**config.mk**
```make
export PLATFORM = sky130hd
export DESIGN_NAME = tag_gen_top
export DESIGN_NICKNAME = d
export VERILOG_FILES = /design/src/rtl/tagsel_pkg.sv /design/src/rtl/tg_offset_gen.sv /design/src/rtl/tg_skip_walker.sv /design/src/rtl/tag_gen_top.sv
export SDC_FILE = /design/constraint.sdc
export NUM_CORES = 1
export LEC_CHECK = 0
export ABC_CLOCK_PERIOD_IN_PS = 5500
export BUFFER_PORTS_ARGS = -buffer_cell sky130_fd_sc_hd__buf_2
export CORE_ASPECT_RATIO = 0.7
export CORE_MARGIN = 1.5
export CORE_UTILIZATION = 25
export CTS_BUF_LIST = sky130_fd_sc_hd__clkbuf_4
export DETAILED_ROUTE_END_ITERATION = 7
export GPL_ROUTABILITY_DRIVEN = 0
export PLACE_DENSITY = 0.4
export SLEW_MARGIN = 20
export SYNTH_ARGS = -nofsm -noshare
export SYNTH_HDL_FRONTEND = slang
export SYNTH_SLANG_ARGS = --single-unit
```
**constraint.sdc**
```tcl
create_clock -name clk -period 5.5 [get_ports clk]
set_clock_uncertainty 0.05 [all_clocks]
set_input_delay 0.55 -clock clk [delete_from_list [all_inputs] [get_ports clk]]
set_output_delay 0.55 -clock clk [all_outputs]
set_load 0.01 [all_outputs]
```
**src/rtl/tagsel_pkg.sv**
```systemverilog
package tagsel_pkg;
    localparam int TAG_W    = 4;
    localparam int NUM_TAGS = 1 << TAG_W;
    localparam int SEED_W   = 16;
    localparam int SEED_LSB = 8;
    localparam int STATE_W  = SEED_LSB + SEED_W;

    typedef logic [TAG_W-1:0]    tag_t;
    typedef logic [NUM_TAGS-1:0] excl_t;
    typedef logic [SEED_W-1:0]   seed_t;

    typedef enum logic {
        MODE_RANDOM = 1'b0,
        MODE_ADDTAG = 1'b1
    } gen_mode_e;

    typedef struct packed {
        seed_t next_seed;
        logic  fbit;
    } step_t;

    // One shift-register advance: feedback enters at the top.
    function automatic step_t lfsr_step(input seed_t s);
        step_t r;
        r.fbit      = s[5] ^ s[3] ^ s[2] ^ s[0];
        r.next_seed = {r.fbit, s[SEED_W-1:1]};
        return r;
    endfunction

    function automatic tag_t tag_inc(input tag_t t);
        return t + tag_t'(1);
    endfunction
endpackage

```
**src/rtl/tg_offset_gen.sv**
```systemverilog
module tg_offset_gen
    import tagsel_pkg::*;
#(
    parameter int STEPS = TAG_W
) (
    input  seed_t            seed_i,
    output logic [STEPS-1:0] offset_o,
    output seed_t            seed_o
);
    seed_t chain [0:STEPS];

    assign chain[0] = seed_i;

    for (genvar i = 0; i < STEPS; i++) begin : g_step
        step_t st;
        assign st           = lfsr_step(chain[i]);
        assign chain[i+1]   = st.next_seed;
        assign offset_o[i]  = st.fbit;   // step i -> bit i
    end

    assign seed_o = chain[STEPS];
endmodule

```
**src/rtl/tg_skip_walker.sv**
```systemverilog
module tg_skip_walker
    import tagsel_pkg::*;
(
    input  logic  clk,
    input  logic  rst,
    input  logic  go,
    input  tag_t  start_tag,
    input  tag_t  step_cnt,
    input  excl_t excl,
    output logic  busy,
    output logic  done,
    output tag_t  tag_o
);
    localparam int LIMIT = NUM_TAGS * (NUM_TAGS - 1);
    localparam int CNT_W = $clog2(LIMIT + 2);
    localparam excl_t ALL_EX = '1;

    tag_t  cur_q, rem_q, res_q;
    excl_t mask_q;
    logic  busy_q, done_q;
    logic [CNT_W-1:0] cyc_q;
    tag_t  cand;

    assign cand = tag_inc(cur_q);

    always_ff @(posedge clk) begin
        if (rst) begin
            cur_q  <= '0;
            rem_q  <= '0;
            res_q  <= '0;
            mask_q <= '0;
            busy_q <= 1'b0;
            done_q <= 1'b0;
            cyc_q  <= '0;
        end else begin
            done_q <= 1'b0;
            if (go && !busy_q) begin
                mask_q <= excl;
                cyc_q  <= '0;
                if (excl == ALL_EX) begin
                    res_q  <= '0;
                    done_q <= 1'b1;
                end else begin
                    busy_q <= 1'b1;
                    // Count 0 is the same as one allowed hop from start-1.
                    if (step_cnt == '0) begin
                        cur_q <= start_tag - tag_t'(1);
                        rem_q <= tag_t'(1);
                    end else begin
                        cur_q <= start_tag;
                        rem_q <= step_cnt;
                    end
                end
            end else if (busy_q) begin
                cur_q <= cand;
                cyc_q <= cyc_q + 1'b1;
                if (!mask_q[cand]) begin
                    if (rem_q == tag_t'(1)) begin
                        busy_q <= 1'b0;
                        done_q <= 1'b1;
                        res_q  <= cand;
                    end else begin
                        rem_q <= rem_q - tag_t'(1);
                    end
                end
            end
        end
    end

    assign busy  = busy_q;
    assign done  = done_q;
    assign tag_o = res_q;

    assert_tag_allowed_R5: assert property (@(posedge clk) disable iff (rst)
        (done_q && mask_q != ALL_EX) |-> !mask_q[res_q]);
    assert_full_mask_zero_R2: assert property (@(posedge clk) disable iff (rst)
        (done_q && mask_q == ALL_EX) |-> (res_q == '0));
    assert_done_not_busy_R9: assert property (@(posedge clk) disable iff (rst)
        done_q |-> !busy_q);
    assert_search_bound_R10: assert property (@(posedge clk) disable iff (rst)
        busy_q |-> (cyc_q < CNT_W'(LIMIT)));
endmodule

```
**src/rtl/tag_gen_top.sv**
```systemverilog
module tag_gen_top
    import tagsel_pkg::*;
#(
    parameter int    PTR_W      = 64,
    parameter int    TAG_LSB    = 56,
    parameter int    DELTA_W    = 16,
    parameter seed_t SUBST_SEED = 16'hACE1
) (
    input  logic               clk,
    input  logic               rst,
    input  logic               req_valid,
    input  logic               mode_sel,
    input  logic [PTR_W-1:0]   ptr_in,
    input  logic [NUM_TAGS-1:0] ins_mask,
    input  logic [NUM_TAGS-1:0] ctl_mask,
    input  logic               rand_en,
    input  logic [STATE_W-1:0] state_in,
    input  logic [TAG_W-1:0]   imm_off,
    input  logic [DELTA_W-1:0] addr_delta,
    output logic               busy,
    output logic               done,
    output logic [PTR_W-1:0]   ptr_out,
    output logic [STATE_W-1:0] state_out
);
    localparam int PAD_W = SEED_LSB - TAG_W;

    gen_mode_e mode_in, mode_q;
    seed_t     seed_raw, seed_eff, seed_adv, seed_q;
    tag_t      rnd_off, start_sel, cnt_sel, w_tag;
    excl_t     mask_sel;
    logic [PTR_W-1:0] base_sel, base_q, delta_ext;
    logic      w_busy, w_done, accept;
    logic      done_q;
    logic [PTR_W-1:0]   ptr_q;
    logic [STATE_W-1:0] state_q;
    logic [PAD_W-1:0]   unused_state_pad;

    assign unused_state_pad = state_in[SEED_LSB-1:TAG_W];

    assign mode_in   = gen_mode_e'(mode_sel);
    assign seed_raw  = state_in[SEED_LSB +: SEED_W];
    assign seed_eff  = (seed_raw == '0 && rand_en) ? SUBST_SEED : seed_raw;
    assign delta_ext = {{(PTR_W-DELTA_W){addr_delta[DELTA_W-1]}}, addr_delta};

    tg_offset_gen #(.STEPS(TAG_W)) u_offset (
        .seed_i  (seed_eff),
        .offset_o(rnd_off),
        .seed_o  (seed_adv)
    );

    always_comb begin
        if (mode_in == MODE_ADDTAG) begin
            start_sel = ptr_in[TAG_LSB +: TAG_W];
            cnt_sel   = imm_off;
            mask_sel  = ctl_mask;
            base_sel  = ptr_in + delta_ext;
        end else begin
            start_sel = state_in[TAG_W-1:0];
            cnt_sel   = rnd_off;
            mask_sel  = ins_mask | ctl_mask;
            base_sel  = ptr_in;
        end
    end

    assign busy   = w_busy | w_done;
    assign accept = req_valid && !busy;

    tg_skip_walker u_walk (
        .clk      (clk),
        .rst      (rst),
        .go       (accept),
        .start_tag(start_sel),
        .step_cnt (cnt_sel),
        .excl     (mask_sel),
        .busy     (w_busy),
        .done     (w_done),
        .tag_o    (w_tag)
    );

    always_ff @(posedge clk) begin
        if (rst) begin
            mode_q  <= MODE_RANDOM;
            seed_q  <= '0;
            base_q  <= '0;
            ptr_q   <= '0;
            state_q <= '0;
            done_q  <= 1'b0;
        end else begin
            done_q <= w_done;
            if (accept) begin
                mode_q <= mode_in;
                seed_q <= seed_adv;
                base_q <= base_sel;
            end
            if (w_done) begin
                ptr_q <= base_q;
                ptr_q[TAG_LSB +: TAG_W] <= w_tag;
                if (mode_q == MODE_RANDOM)
                    state_q <= {seed_q, {PAD_W{1'b0}}, w_tag};
            end
        end
    end

    assign done      = done_q;
    assign ptr_out   = ptr_q;
    assign state_out = state_q;

    assert_state_tag_R6: assert property (@(posedge clk) disable iff (rst)
        (done_q && mode_q == MODE_RANDOM) |->
            (state_q[TAG_W-1:0] == ptr_q[TAG_LSB +: TAG_W]));
    assert_addtag_state_R8: assert property (@(posedge clk) disable iff (rst)
        (done_q && mode_q == MODE_ADDTAG) |-> $stable(state_q));
    assert_busy_drop_R9: assert property (@(posedge clk) disable iff (rst)
        (busy && req_valid) |=> $stable(base_q));
endmodule

```
Yosys cells after proc, flatten, opt, wreduce, memory -nomap -nowiden. Cells that the tools add are included.

Bits in registers: 196. Latch bits: 0. Memory bits (writable): 0. Bits in read-only memories: 0. Input port bits: 145. Output and inout port bits: 90. Memories: 0.

Add/subtract/negate cells: 4. Multiply operators: 0. Divide/modulo/power cells: 0. Magnitude comparators: 1. Eq/ne operators: 6. Shifts and indexed selects: 0. Mux-type cells: 32. Bitwise logic cells: 15. Reduce and logical (&&, ||, !) cells: 13.

Operators with widths (number): $mux 4 (17); $add 64x64->64 (1); $mux 64 (1); $mux 16 (2); $eq 16x16->1 const B (1); $logic_not 16->1 (1); $or 16x16->16 (1); $xor 1x1->1 (12); $mux 1 (11); $reduce_and 4->1 (2); $sub 4x1->4 const B (2); $lt 4x5->1 const B (1); $add 4x1->4 const B (1); $bmux 1 s4 (1); $eq 4x1->1 const B (1); $logic_not 4->1 (1); $ne 2x1->1 const B (2); $ne 2x2->1 const B (2); $reduce_and 2->1 (2); $reduce_bool 2->1 (2); $logic_and 1x1->1 (3); $logic_not 1->1 (2); $not 1->1 (1); $or 1x1->1 (1).

Longest topological paths before layout. Gate-level depths: netlist (run 1).

Depth in word-level cells: 11. Depth in mapped cells: 13. Gate-level depth less buffers: 13.

Modules after synthesis. Synthesis (run 1) repeated with hierarchy kept, for this count alone.

Cell total of the unflattened synthesis: 1480. Area total of the unflattened synthesis: 11977.7 um^2.

By module, submodules not included: tag_gen_top (times used 1, cells an instance 1271, area each 10201.0 um^2); tg_skip_walker (times used 1, cells an instance 183, area each 1554.0 um^2); tg_offset_gen (times used 1, cells an instance 26, area each 222.7 um^2).

Worst setup path before layout (run 1). Ideal clock, no wire load.

Path kind: input to register. From: input port ptr_in[0]. To: register base_q[48]. Library setup time: 0.103 ns. Data arrival time: 2.921 ns. Required time: 5.347 ns. Path slack: 2.426 ns. Stages on the path: 13. Buffers on the path: 0. Cell sequence: ha_1 -> inv_1 -> fa_1 -> nand2b_1 -> a21oi_1 -> o211a_1 -> o21a_1 -> o2111a_2 -> o2111ai_2 -> a21oi_2 -> a41oi_1 -> xor2_1 -> a2111oi_2.

Longest elaborated chain between the ends: 2.

RTL lines: from (decl) (line tag_gen_top.sv:13) `input logic [PTR_W-1:0] ptr_in,`; $add 64x64->64 (line tag_gen_top.sv:56) `base_sel = ptr_in + delta_ext;`; $mux 64 (line tag_gen_top.sv:52) `if (mode_in == MODE_ADDTAG) begin`; to (signal assigned) (line tag_gen_top.sv:93) `base_q <= base_sel;`; to (decl) (line tag_gen_top.sv:31) `logic [PTR_W-1:0] base_sel, base_q, delta_ext;`.

Every way passes these cells. A chain may end at the register's enable or synchronous reset.

Worst setup path in the final report (run 1).
From: input port addr_delta[15]. To: register base_q[60].

Longest elaborated chain between the ends: 2.

RTL lines: from (decl) (line tag_gen_top.sv:19) `input logic [DELTA_W-1:0] addr_delta,`; $add 64x64->64 (line tag_gen_top.sv:56); $mux 64 (line tag_gen_top.sv:52).

Every way passes these cells.

==> flow_summary_export.csv, run 1 <==
group,metric,value,unit
outcome,status,"finished with violations",
outcome,violations,"design-rule violations",
worst_setup_path,path_buf_inv,2,
final_layout,nNetsFinal,1817,
sta,rsz0062_at_grt,"false",
sta,fin_crit_sh,0.653,
floorplanning,dieWidth,262,um
worst_setup_path,critPathKind,"in2reg",
worst_setup_path,crit_end,"base_q[60]",
clock_network,cts_setup_buffers,0,
worst_setup_path,r2r-start,"u_walk.cur_q[0]",
final_layout,mostFrequentLayoutCells,"225 x buf_2, 217 x nor2_1, 191 x dfxtp_1",
synth,async_flop_share,0,
final_layout,syn_to_final_growth,16.4,%
route,drc_errors,13,
clock_network,post_cts_resized,0,
grt,grt_max_degree,82,
clock_network,cts_tree,"done",
sta,maxSlewViolCount,0,
grt,grt.total_usage,0.161,
synth,synthXorXnorAreaFrac,0.0434,
final_layout,final_util,0.294,
final_layout,layout_commonest_cell,"buf_2",
clock_network,cts_buffers,17,
sta,fmax,279,MHz
route,post_drt_wl_per_cell,17.6,um
synth,synth_edf_count,0,
floorplanning,ioPinCount,235,
clock_network,insertion_delay,660,ps
synth,post_synth_inst_count,1439,
worst_setup_path,r2r-end,"u_walk.rem_q[3]",
grt,grt_pass1_vias,10300,
grt,grt_overflow_total,0,
worst_setup_path,rrSetupSlack,2010,ps
sta,fin_crit,3590,ps
worst_setup_path,crit_family,"compound AO/OA/AOI/OAI gates",
synth,yosysSeqAreaShare,0.328,
route,drtIter0Drc,792,
worst_setup_path,startpoint_type,"primary input",
worst_setup_path,cp_num_cells,13,
synth,syn-cell-area,11700,um2
worst_setup_path,r2r_cells,7,
clock_network,h-tree-depth,4,
synth,synth_warnings,0,
clock_network,root_buffer,"clkbuf_4",
power_and_ir_drop,ir_drop,0.000133,V
worst_setup_path,cpMostUsedCell,"a21oi_1",
floorplanning,die_area,48200,um2
route,viasPerCell,4.91,
worst_setup_path,crit_chain,"buf_2 > buf_4 > ha_1 > nand2_1 > nor4_4 > o21ai_0 > a21oi_1 > a21oi_1 > o32ai_1 > o21ai_1 > o21bai_1 > mux2_1 > a31oi_1",
sta,relSlewSlack,0.325,
place,portBuffers,226,
route,routed_wl,39.3,mm
floorplanning,die_h,184,um
clock_network,cts.sinks,192,
synth,postSynthAreaPerCell,8.13,um2
final_layout,drive_above_1_share,0.185,
grt,antenna_found_initial,5,
sta,tightest_slew,1000,ps
power_and_ir_drop,p_leak,5.66,nW
hold_path,min_path_type,"in2reg",
worst_setup_path,startpoint,"addr_delta[15]",
worst_setup_path,cp_max_fo,26,
power_and_ir_drop,powerDensity,247,nW/um2
flow_run,maxCapViolations,0,
route,via_count,11000,
worst_setup_path,cp-end-kind,"flop",
worst_setup_path,cpMaxStageDelayCell,"buf_2",
route,final_antenna_net_count,0,
grt,grt_pass1_wl,59.8,mm
worst_setup_path,critPathRequiredTime,6050,ps
synth,ys.flop_type,"dfxtp_1",
synth,synth_fa_ha_area_frac,0.0733,
clock_network,cts_buffer_depth,2,
worst_setup_path,cpPeakStageDelay,470,ps
place,place_area,13300,um2
clock_network,clkSlewWorstSetupHoldPaths,170,ps
route,dr.pass1.iters,8,
sta,hold_viol_final,0,
floorplanning,initial_utilization,0.253,
synth,yosys.area_share.simple,0.186,
worst_setup_path,cp.arrival,4140,ps
final_layout,postLayoutCellArea,13600,um2
synth,synth.distinct_cells,77,
synth,synth-compound-area-share,0.229,
sta,tns,0,ps
synth,synth_mux_area_frac,0.0953,
synth,synth_top_family_by_area,"compound AO/OA/AOI/OAI gates",
floorplanning,rows,66,
synth,synth-seq-cells,192,
sta,finalSetupViolCount,0,
place,dpl.hpwl,29.4,mm
floorplanning,core-area,46300,um2
==> cells in the mapped netlist (28+ instances only) <==
cell type / n / area share
nor2_1: 217 / 0.070
ha_1: 67 / 0.072
mux2i_1: 98 / 0.084
xor2_1: 28 / 0.021
nor3_1: 38 / 0.016
xnor2_1: 30 / 0.022
o21ai_0: 37 / 0.016
dfxtp_1: 192 / 0.33
a21o_1: 41 / 0.026
clkbuf_1: 71 / 0.023
a211oi_1: 69 / 0.044
a21oi_1: 150 / 0.064
nand2_1: 126 / 0.040
==> cell type report <==
cell class                      count  area (um2)
Clock inverter                     14         176
Sequential cell                   192        3850
Multi-Input combinational cell   1133        7370
Timing Repair Buffer              240        1250
Fill cell                        4985       32700
Tap cell                          612         766
Clock buffer                       18         135
Antenna cell                        3        7.51
Inverter                           20        75.1
==> stage by stage <==
| stage | hold WS [ps] | cells | setup slack, ps | power, mW |
|---|---|---|---|---|
| final | 124 | 2232 | 1910 | 3.37 |
| after global routing | 5.95 | 2232 | 1670 | 3.62 |
| after CTS | 13.4 | 2229 | 1990 | 3.44 |
| after detailed placement | 395 | 2194 | 1220 | 2.53 |
| after global placement | 391 | 2194 | 1230 | 2.52 |
| after floorplan | 382 | 1442 | 2430 | 2.24 |
==> what timing repair did <==
action / 4_1_cts / 5_1_grt
endpoints found under the hold margin: 3 / 0
hold buffers: 3 / 0
setup endpoints to repair: 0 / 0
==> how the worst min path moves through the flow <==
stage / slack [ps] / startpoint / cells past startpoint / endpoint
after CTS: 10 / ptr_in[60] / 3 / base_q[60]
final: 120 / ptr_in[60] / 3 / base_q[60]
after global routing: 6 / state_in[16] / 3 / seed_q[4]
after detailed placement: 400 / seed_q[0] / 2 / state_out[8]
after global placement: 390 / state_out[13] / 2 / state_out[13]
after floorplan: 380 / seed_q[4] / 2 / state_out[12]
==> routing by layer <==
layer | share of wire | track usage | vias to the layer above
li1 | - | - | 5556
met1 | 0.52 | 0.238 | 5146
met2 | 0.43 | 0.241 | 242
met3 | 0.045 | 0.0338 | 15
met4 | 0.0054 | 0.0260 | 0
met5 | 0 | 0 | -
==> sequential cells by signal (all words and copies together), names as in the netlist, 4 cells and up <==
signal	count
base_q	60
ptr_out	64
seed_q	16
state_out	20
u_walk.cur_q	4
u_walk.mask_q	16
u_walk.rem_q	4
u_walk.tag_o	4
==> worst reg2reg max path: cells and delay by family, from the launching register on <==
kind | cells | cell delay (ps)
flip-flops | 1 | 630
multiplexers | 2 | 1140
adder cells (fa/ha/maj) | 1 | 470
AO/OA/AOI/OAI | 3 | 920
AND/OR/NAND/NOR | 1 | 170
==> logic make-up after synthesis <==
logic type | Yosys count
buffers and inverters | 117
XOR/XNOR | 58
multiplexers | 105
adder cells (fa/ha/maj) | 68
AND/OR/NAND/NOR | 491
other | 1
flip-flops | 192
AO/OA/AOI/OAI | 407
==> where the power goes <==
part / switching [mW] / total, mW / internal [mW] / leakage [nW]
clock: 0.543 / 0.873 / 0.330 / 0.167
combinational: 0.581 / 0.961 / 0.379 / 3.92
sequential: 0.0559 / 1.54 / 1.48 / 1.57
total: 1.18 / 3.37 / 2.19 / 5.66
No activity file was read; power rests on OpenSTA's default activity.
==> inputs of run 2 (changes only) <==
--- a/config.mk
+++ b/config.mk
@@ -5,7 +5,7 @@
 export SDC_FILE = /design/constraint.sdc
 export NUM_CORES = 1
 export LEC_CHECK = 0
-export ABC_CLOCK_PERIOD_IN_PS = 5500
+export ABC_CLOCK_PERIOD_IN_PS = 3200
 export BUFFER_PORTS_ARGS = -buffer_cell sky130_fd_sc_hd__buf_2
 export CORE_ASPECT_RATIO = 0.7
 export CORE_MARGIN = 1.5
@@ -13,7 +13,7 @@
 export CTS_BUF_LIST = sky130_fd_sc_hd__clkbuf_4
 export DETAILED_ROUTE_END_ITERATION = 7
 export GPL_ROUTABILITY_DRIVEN = 0
-export PLACE_DENSITY = 0.4
+export PLACE_DENSITY = 0.41
 export SLEW_MARGIN = 20
 export SYNTH_ARGS = -nofsm -noshare
 export SYNTH_HDL_FRONTEND = slang
==> constraint.sdc (replaced) <==
create_clock -name clk -period 3.2 [get_ports clk]
set_clock_uncertainty 0.05 [all_clocks]
set_input_delay 0.32 -clock clk [delete_from_list [all_inputs] [get_ports clk]]
set_output_delay 0.32 -clock clk [all_outputs]
set_load 0.01 [all_outputs]
==> flow_summary_export.csv, run 2 (same netlist as run 1, synthesis figures left out) <==
group,metric,value,unit
grt,grt.total_usage,0.172,
route,viasPerCell,4.76,
sta,setup_slack,26.8,ps
sta,finalHoldWorstSlack,74.0,ps
clock_network,clkSlewWorstSetupHoldPaths,160,ps
sta,relSlewSlack,0.356,
final_layout,num-fill-cells,4923,
worst_setup_path,rrSetupSlack,300,ps
sta,fmax,315,MHz
final_layout,instances_no_fill,2516,
final_layout,drive_above_1_share,0.262,
floorplanning,die_h,184,um
worst_setup_path,cp-end-kind,"flop",
worst_setup_path,startpoint_type,"primary input",
floorplanning,initial_utilization,0.253,
outcome,status,"finished with violations",
floorplanning,die_area,48200,um2
power_and_ir_drop,pwr-share-comb,0.350,
route,via_count,12000,
grt,grt_pass1_vias,11400,
power_and_ir_drop,clkPwrFrac,0.206,
worst_setup_path,critPathKind,"in2reg",
grt,grt_use_met2,0.256,
worst_setup_path,critPathRequiredTime,3760,ps
final_layout,syn_to_final_growth,37.5,%
clock_network,cts_buffers,17,
sta,fin_crit_sh,0.992,
clock_network,cts.sinks,192,
clock_network,root_buffer,"clkbuf_4",
grt,grt_max_degree,87,
final_layout,multi_input_area,7510,um2
worst_setup_path,cp.arrival,3730,ps
sta,hold_viol_final,0,
route,dr.pass1.iters,7,
final_layout,nNetsFinal,2101,
grt,grt_overflow_total,0,
outcome,violations,"design-rule violations",
sta,fin_crit,3170,ps
power_and_ir_drop,swShare,0.353,
grt,grt_busiest_layer,"met2",
grt,antenna_found_initial,3,
sta,maxSlewViolCount,0,
floorplanning,core-area,46300,um2
sta,finalSetupViolCount,0,
floorplanning,rows,66,
hold_path,min_path_type,"in2reg",
route,post_drt_wl_per_cell,16.6,um
final_layout,layout_commonest_cell,"buf_2",
final_layout,largest_reg_flops,64,
final_layout,regArea,3850,um2
final_layout,mostFrequentLayoutCells,"225 x buf_2, 216 x nor2_1, 191 x dfxtp_1",
power_and_ir_drop,ir_drop,0.000156,V
place,post-place-ws,-349,ps
route,drtIter0Drc,666,
place,placedCellCount,2370,
floorplanning,dieWidth,262,um
clock_network,h-tree-depth,4,
clock_network,cts_tree,"done",
power_and_ir_drop,p_leak,6.97,nW
grt,grt_use_met3,0.0299,
power_and_ir_drop,p_switching,2.10,mW
flow_run,maxCapViolations,0,
clock_network,insertion_delay,690,ps
grt,grt_pass1_wl,64.4,mm
power_and_ir_drop,intPower,3.84,mW
place,portBuffers,226,
grt,met1_usage,0.253,
power_and_ir_drop,total_power,5.94,mW
worst_setup_path,cp_max_fo,5,
power_and_ir_drop,power_frac_seq,0.445,
power_and_ir_drop,powerDensity,369,nW/um2
route,routed_wl,41.9,mm
place,dpl.hpwl,31.6,mm
route,final_antenna_net_count,0,
sta,tightest_slew,966,ps
clock_network,cts_buffer_depth,2,
floorplanning,ioPinCount,235,
route,drc_errors,34,
[run 2: changes by cell type in the layout (fill, tap and decap cells not counted), sizes merged]
cell,change
inv,-6
clkinvlp,+1
clkbuf,+2
dlygate4sd3,+106
clkinv,+6
buf,+178
bufinv,-3
[run 2: timing repair]
| action | 4_1_cts | 5_1_grt |
|---|---|---|
| buffers inserted | 0 | 2 |
| setup endpoints to repair | 0 | 22 |
| resized for setup | 0 | 29 |
| hold buffers | 109 | 0 |
| endpoints found under the hold margin | 96 | 0 |
[run 2: worst max-delay path, stage by stage]
cell and delay, ps:
dlygate4sd3_1 550, buf_2 150, ha_1 360, and3_2 260, nand2_1 130, a2111oi_4 280, o21a_1 280, o2111a_2 260
buf_4 120, o211ai_1 180, a211oi_1 400, or3_1 160, nand3_1 70, a211oi_1 220
[run 2: routing by layer]
layer	vias to the layer above	part of all wire	wire, um
li1	6115	-	-
met5	-	0	0
met4	0	0.014	571
met1	5587	0.52	21600
met2	232	0.43	17800
met3	34	0.044	1850
[run 2: path summary, 6_finish.rpt]
path | endpoint | from | cells after the start
worst max register to register | u_walk.tag_o[1] | u_walk.cur_q[0] | 8
worst max-delay path | base_q[34] | ptr_in[16] | 14
worst min-delay path | base_q[42] | ptr_in[42] | 4
worst min register to register | state_out[11] | state_out[11] | 2
[run 2: power by group through the flow]
stage	Clock [mW]	Sequential [mW]	Combinational (mW)
after floorplan	0	2.66	1.19
after global placement	0	2.69	1.93
after detailed placement	0	2.70	1.93
after CTS	1.31	2.64	2.05
after global routing	1.38	2.66	2.31
final	1.22	2.64	2.08
[run 2: per-stage QoR]
step / area [um2] / utilization / TNS (ps)
global route: 16100 / 0.348 / -56.4
floorplan: 11700 / - / 0
detailed placement: 14600 / 0.316 / -4950
global placement: 14600 / 0.316 / -4790
CTS: 15900 / 0.344 / 0
finish: 16100 / 0.348 / 0
[run 2: cell type report]
cell class / instances / area share
clock buffers: 20 / 0.00932
diodes: 3 / 0.000466
repair buffers: 524 / 0.228
multi-input cells: 1133 / 0.467
clock inverters: 12 / 0.00435
flip-flops and latches: 192 / 0.239
well taps: 612 / 0.0476
inverters: 20 / 0.00466
==> inputs of run 3 (changes only) <==
--- a/config.mk
+++ b/config.mk
@@ -8,12 +8,11 @@
 export ABC_CLOCK_PERIOD_IN_PS = 3200
 export BUFFER_PORTS_ARGS = -buffer_cell sky130_fd_sc_hd__buf_2
 export CORE_ASPECT_RATIO = 0.7
-export CORE_MARGIN = 1.5
+export CORE_MARGIN = 2
 export CORE_UTILIZATION = 25
 export CTS_BUF_LIST = sky130_fd_sc_hd__clkbuf_4
 export DETAILED_ROUTE_END_ITERATION = 7
 export GPL_ROUTABILITY_DRIVEN = 0
-export PLACE_DENSITY = 0.41
 export SLEW_MARGIN = 20
 export SYNTH_ARGS = -nofsm -noshare
 export SYNTH_HDL_FRONTEND = slang
==> flow_summary_export.csv, run 3 (same netlist as run 1, synthesis figures left out) <==
group,metric,value,unit
power_and_ir_drop,swShare,0.350,
power_and_ir_drop,p_switching,2.09,mW
flow_run,maxCapViolations,0,
grt,grt_pass1_vias,11700,
grt,antenna_found_initial,3,
grt,grt_pass1_wl,64.1,mm
floorplanning,ioPinCount,235,
floorplanning,rows,66,
final_layout,postLayoutCellArea,15800,um2
clock_network,cts.sinks,192,
clock_network,insertion_delay,670,ps
grt,grt_use_met2,0.265,
clock_network,h-tree-depth,4,
clock_network,cts_buffer_depth,2,
final_layout,syn_to_final_growth,35.3,%
outcome,status,"finished clean",
floorplanning,dieWidth,263,um
sta,finalSetupViolCount,0,
power_and_ir_drop,powerDensity,378,nW/um2
place,portBuffers,226,
place,place_area,14500,um2
hold_path,min_to,"u_walk.rem_q[3]",
route,post_drt_wl_per_cell,16.8,um
worst_setup_path,r2r_cells,8,
worst_setup_path,critPathKind,"in2reg",
clock_network,cts_tree,"done",
hold_path,holdPathStages,5,
grt,grt_use_met3,0.0425,
grt,met1_usage,0.224,
final_layout,layout_commonest_cell,"buf_2",
power_and_ir_drop,ir_drop,0.000184,V
sta,fmax,313,MHz
power_and_ir_drop,total_power,5.99,mW
route,drtIter0Drc,841,
sta,setup_slack,4.91,ps
sta,finalHoldWorstSlack,102,ps
final_layout,drive_above_1_share,0.244,
final_layout,largest_reg_flops,64,
power_and_ir_drop,clkPwrFrac,0.221,
route,via_count,12200,
sta,maxSlewViolCount,0,
power_and_ir_drop,p_leak,6.82,nW
route,routed_wl,41.8,mm
grt,grt.total_usage,0.167,
route,final_antenna_net_count,0,
sta,relSlewSlack,0.319,
hold_path,hold_start,"imm_off[3]",
sta,tightest_slew,1020,ps
worst_setup_path,startpoint_type,"primary input",
route,drc_errors,0,
sta,fin_crit,3200,ps
grt,grt_overflow_total,0,
hold_path,min_path_type,"in2reg",
grt,grt_busiest_layer,"met2",
clock_network,root_buffer,"clkbuf_4",
sta,tns,0,ps
sta,hold_viol_final,0,
worst_setup_path,cp_max_fo,3,
clock_network,cts_buffers,17,
clock_network,cts_setup_buffers,0,
power_and_ir_drop,intPower,3.90,mW
sta,fin_crit_sh,0.998,
worst_setup_path,critPathRequiredTime,3750,ps
worst_setup_path,r2r-end,"u_walk.rem_q[0]",
floorplanning,core-area,46300,um2
final_layout,nNetsFinal,2070,
floorplanning,die_area,48600,um2
floorplanning,initial_utilization,0.253,
worst_setup_path,r2r-start,"u_walk.cur_q[1]",
power_and_ir_drop,pwr-share-comb,0.339,
worst_setup_path,cp-end-kind,"flop",
sta,rsz0062_at_grt,"true",
route,viasPerCell,4.92,
grt,grt_max_degree,71,
worst_setup_path,cp.arrival,3740,ps
place,dpl.hpwl,31.0,mm
route,dr.pass1.iters,5,
clock_network,clkSlewWorstSetupHoldPaths,170,ps
final_layout,mostFrequentLayoutCells,"225 x buf_2, 217 x nor2_1, 191 x dfxtp_1",
power_and_ir_drop,power_frac_seq,0.441,
worst_setup_path,rrSetupSlack,260,ps
place,post-place-ws,-367,ps
floorplanning,die_h,185,um
[run 3: changes by cell type in the layout (fill, tap and decap cells not counted), moves of 3 or more]
cell / before / now
ha_1: 63 / 67
a21oi_2: 8 / 2
clkinv_1: 5 / 2
buf_4: 187 / 158
a211oi_2: 5 / 2
a21oi_1: 143 / 149
dlygate4sd3_1: 109 / 105
a2111oi_2: 6 / 3
inv_6: 1 / 4
[run 3: worst max path at each step]
stage / slack [ps] / endpoint / start / depth (start not counted)
floorplan: 360 / base_q[48] / ptr_in[0] / 13
global placement: -340 / base_q[36] / ptr_in[0] / 15
detailed placement: -370 / base_q[36] / ptr_in[0] / 15
CTS: 20 / base_q[63] / ptr_in[7] / 13
global route: -50 / base_q[36] / ptr_in[13] / 14
finish: 5 / base_q[36] / ptr_in[13] / 14
[run 3: what timing repair did]
| action | in CTS | in global routing |
|---|---|---|
| setup endpoints to repair | 0 | 9 |
| hold buffers | 105 | 0 |
| resized for setup | 0 | 10 |
| endpoints found under the hold margin | 107 | 0 |
[run 3: stage by stage]
| stage | std cells | util |
|---|---|---|
| 2_1_floorplan | 1442 | - |
| 3_3_place_gp | 2345 | 0.312 |
| 3_5_place_dp | 2345 | 0.312 |
| 4_1_cts | 2482 | 0.340 |
| 5_1_grt | 2485 | 0.342 |
| 6_report | 2485 | 0.342 |
[run 3: critical path, cell delays in order]
cell and delay, ps:
dlygate4sd3_1 540, buf_2 130, ha_1 310, a21oi_1 230
o21bai_1 100, a211oi_1 290, o21ai_1 200, o2111a_2 340
o211ai_1 250, a21oi_1 160, o211a_1 240, a211oi_2 300
buf_4 160, nor3b_1 150
[run 3: area by class of cell]
cell class,instances,area [um2]
diodes,3,7.51
clock buffers,20,150
clock inverters,12,109
fillers,4793,30500
inverters,20,75.1
multi-input cells,1133,7430
flip-flops and latches,192,3850
well taps,612,766
repair buffers,493,3450
[run 3: metal layers]
| metal | share of wire | vias to the layer above | wire length, um |
|---|---|---|---|
| met2 | 0.44 | 331 | 18600 |
| met5 | 0.00031 | - | 13 |
| met3 | 0.056 | 53 | 2350 |
| met1 | 0.48 | 5788 | 19900 |
| met4 | 0.021 | 2 | 886 |
| li1 | - | 6047 | - |
[run 3: power groups by stage]
stage | logic [mW] | clock network (mW) | registers [mW]
after floorplan | 1.19 | 0 | 2.66
after global placement | 1.85 | 0 | 2.69
after detailed placement | 1.89 | 0 | 2.69
after CTS | 2.00 | 1.41 | 2.64
after global routing | 2.23 | 1.51 | 2.66
final | 2.03 | 1.32 | 2.64
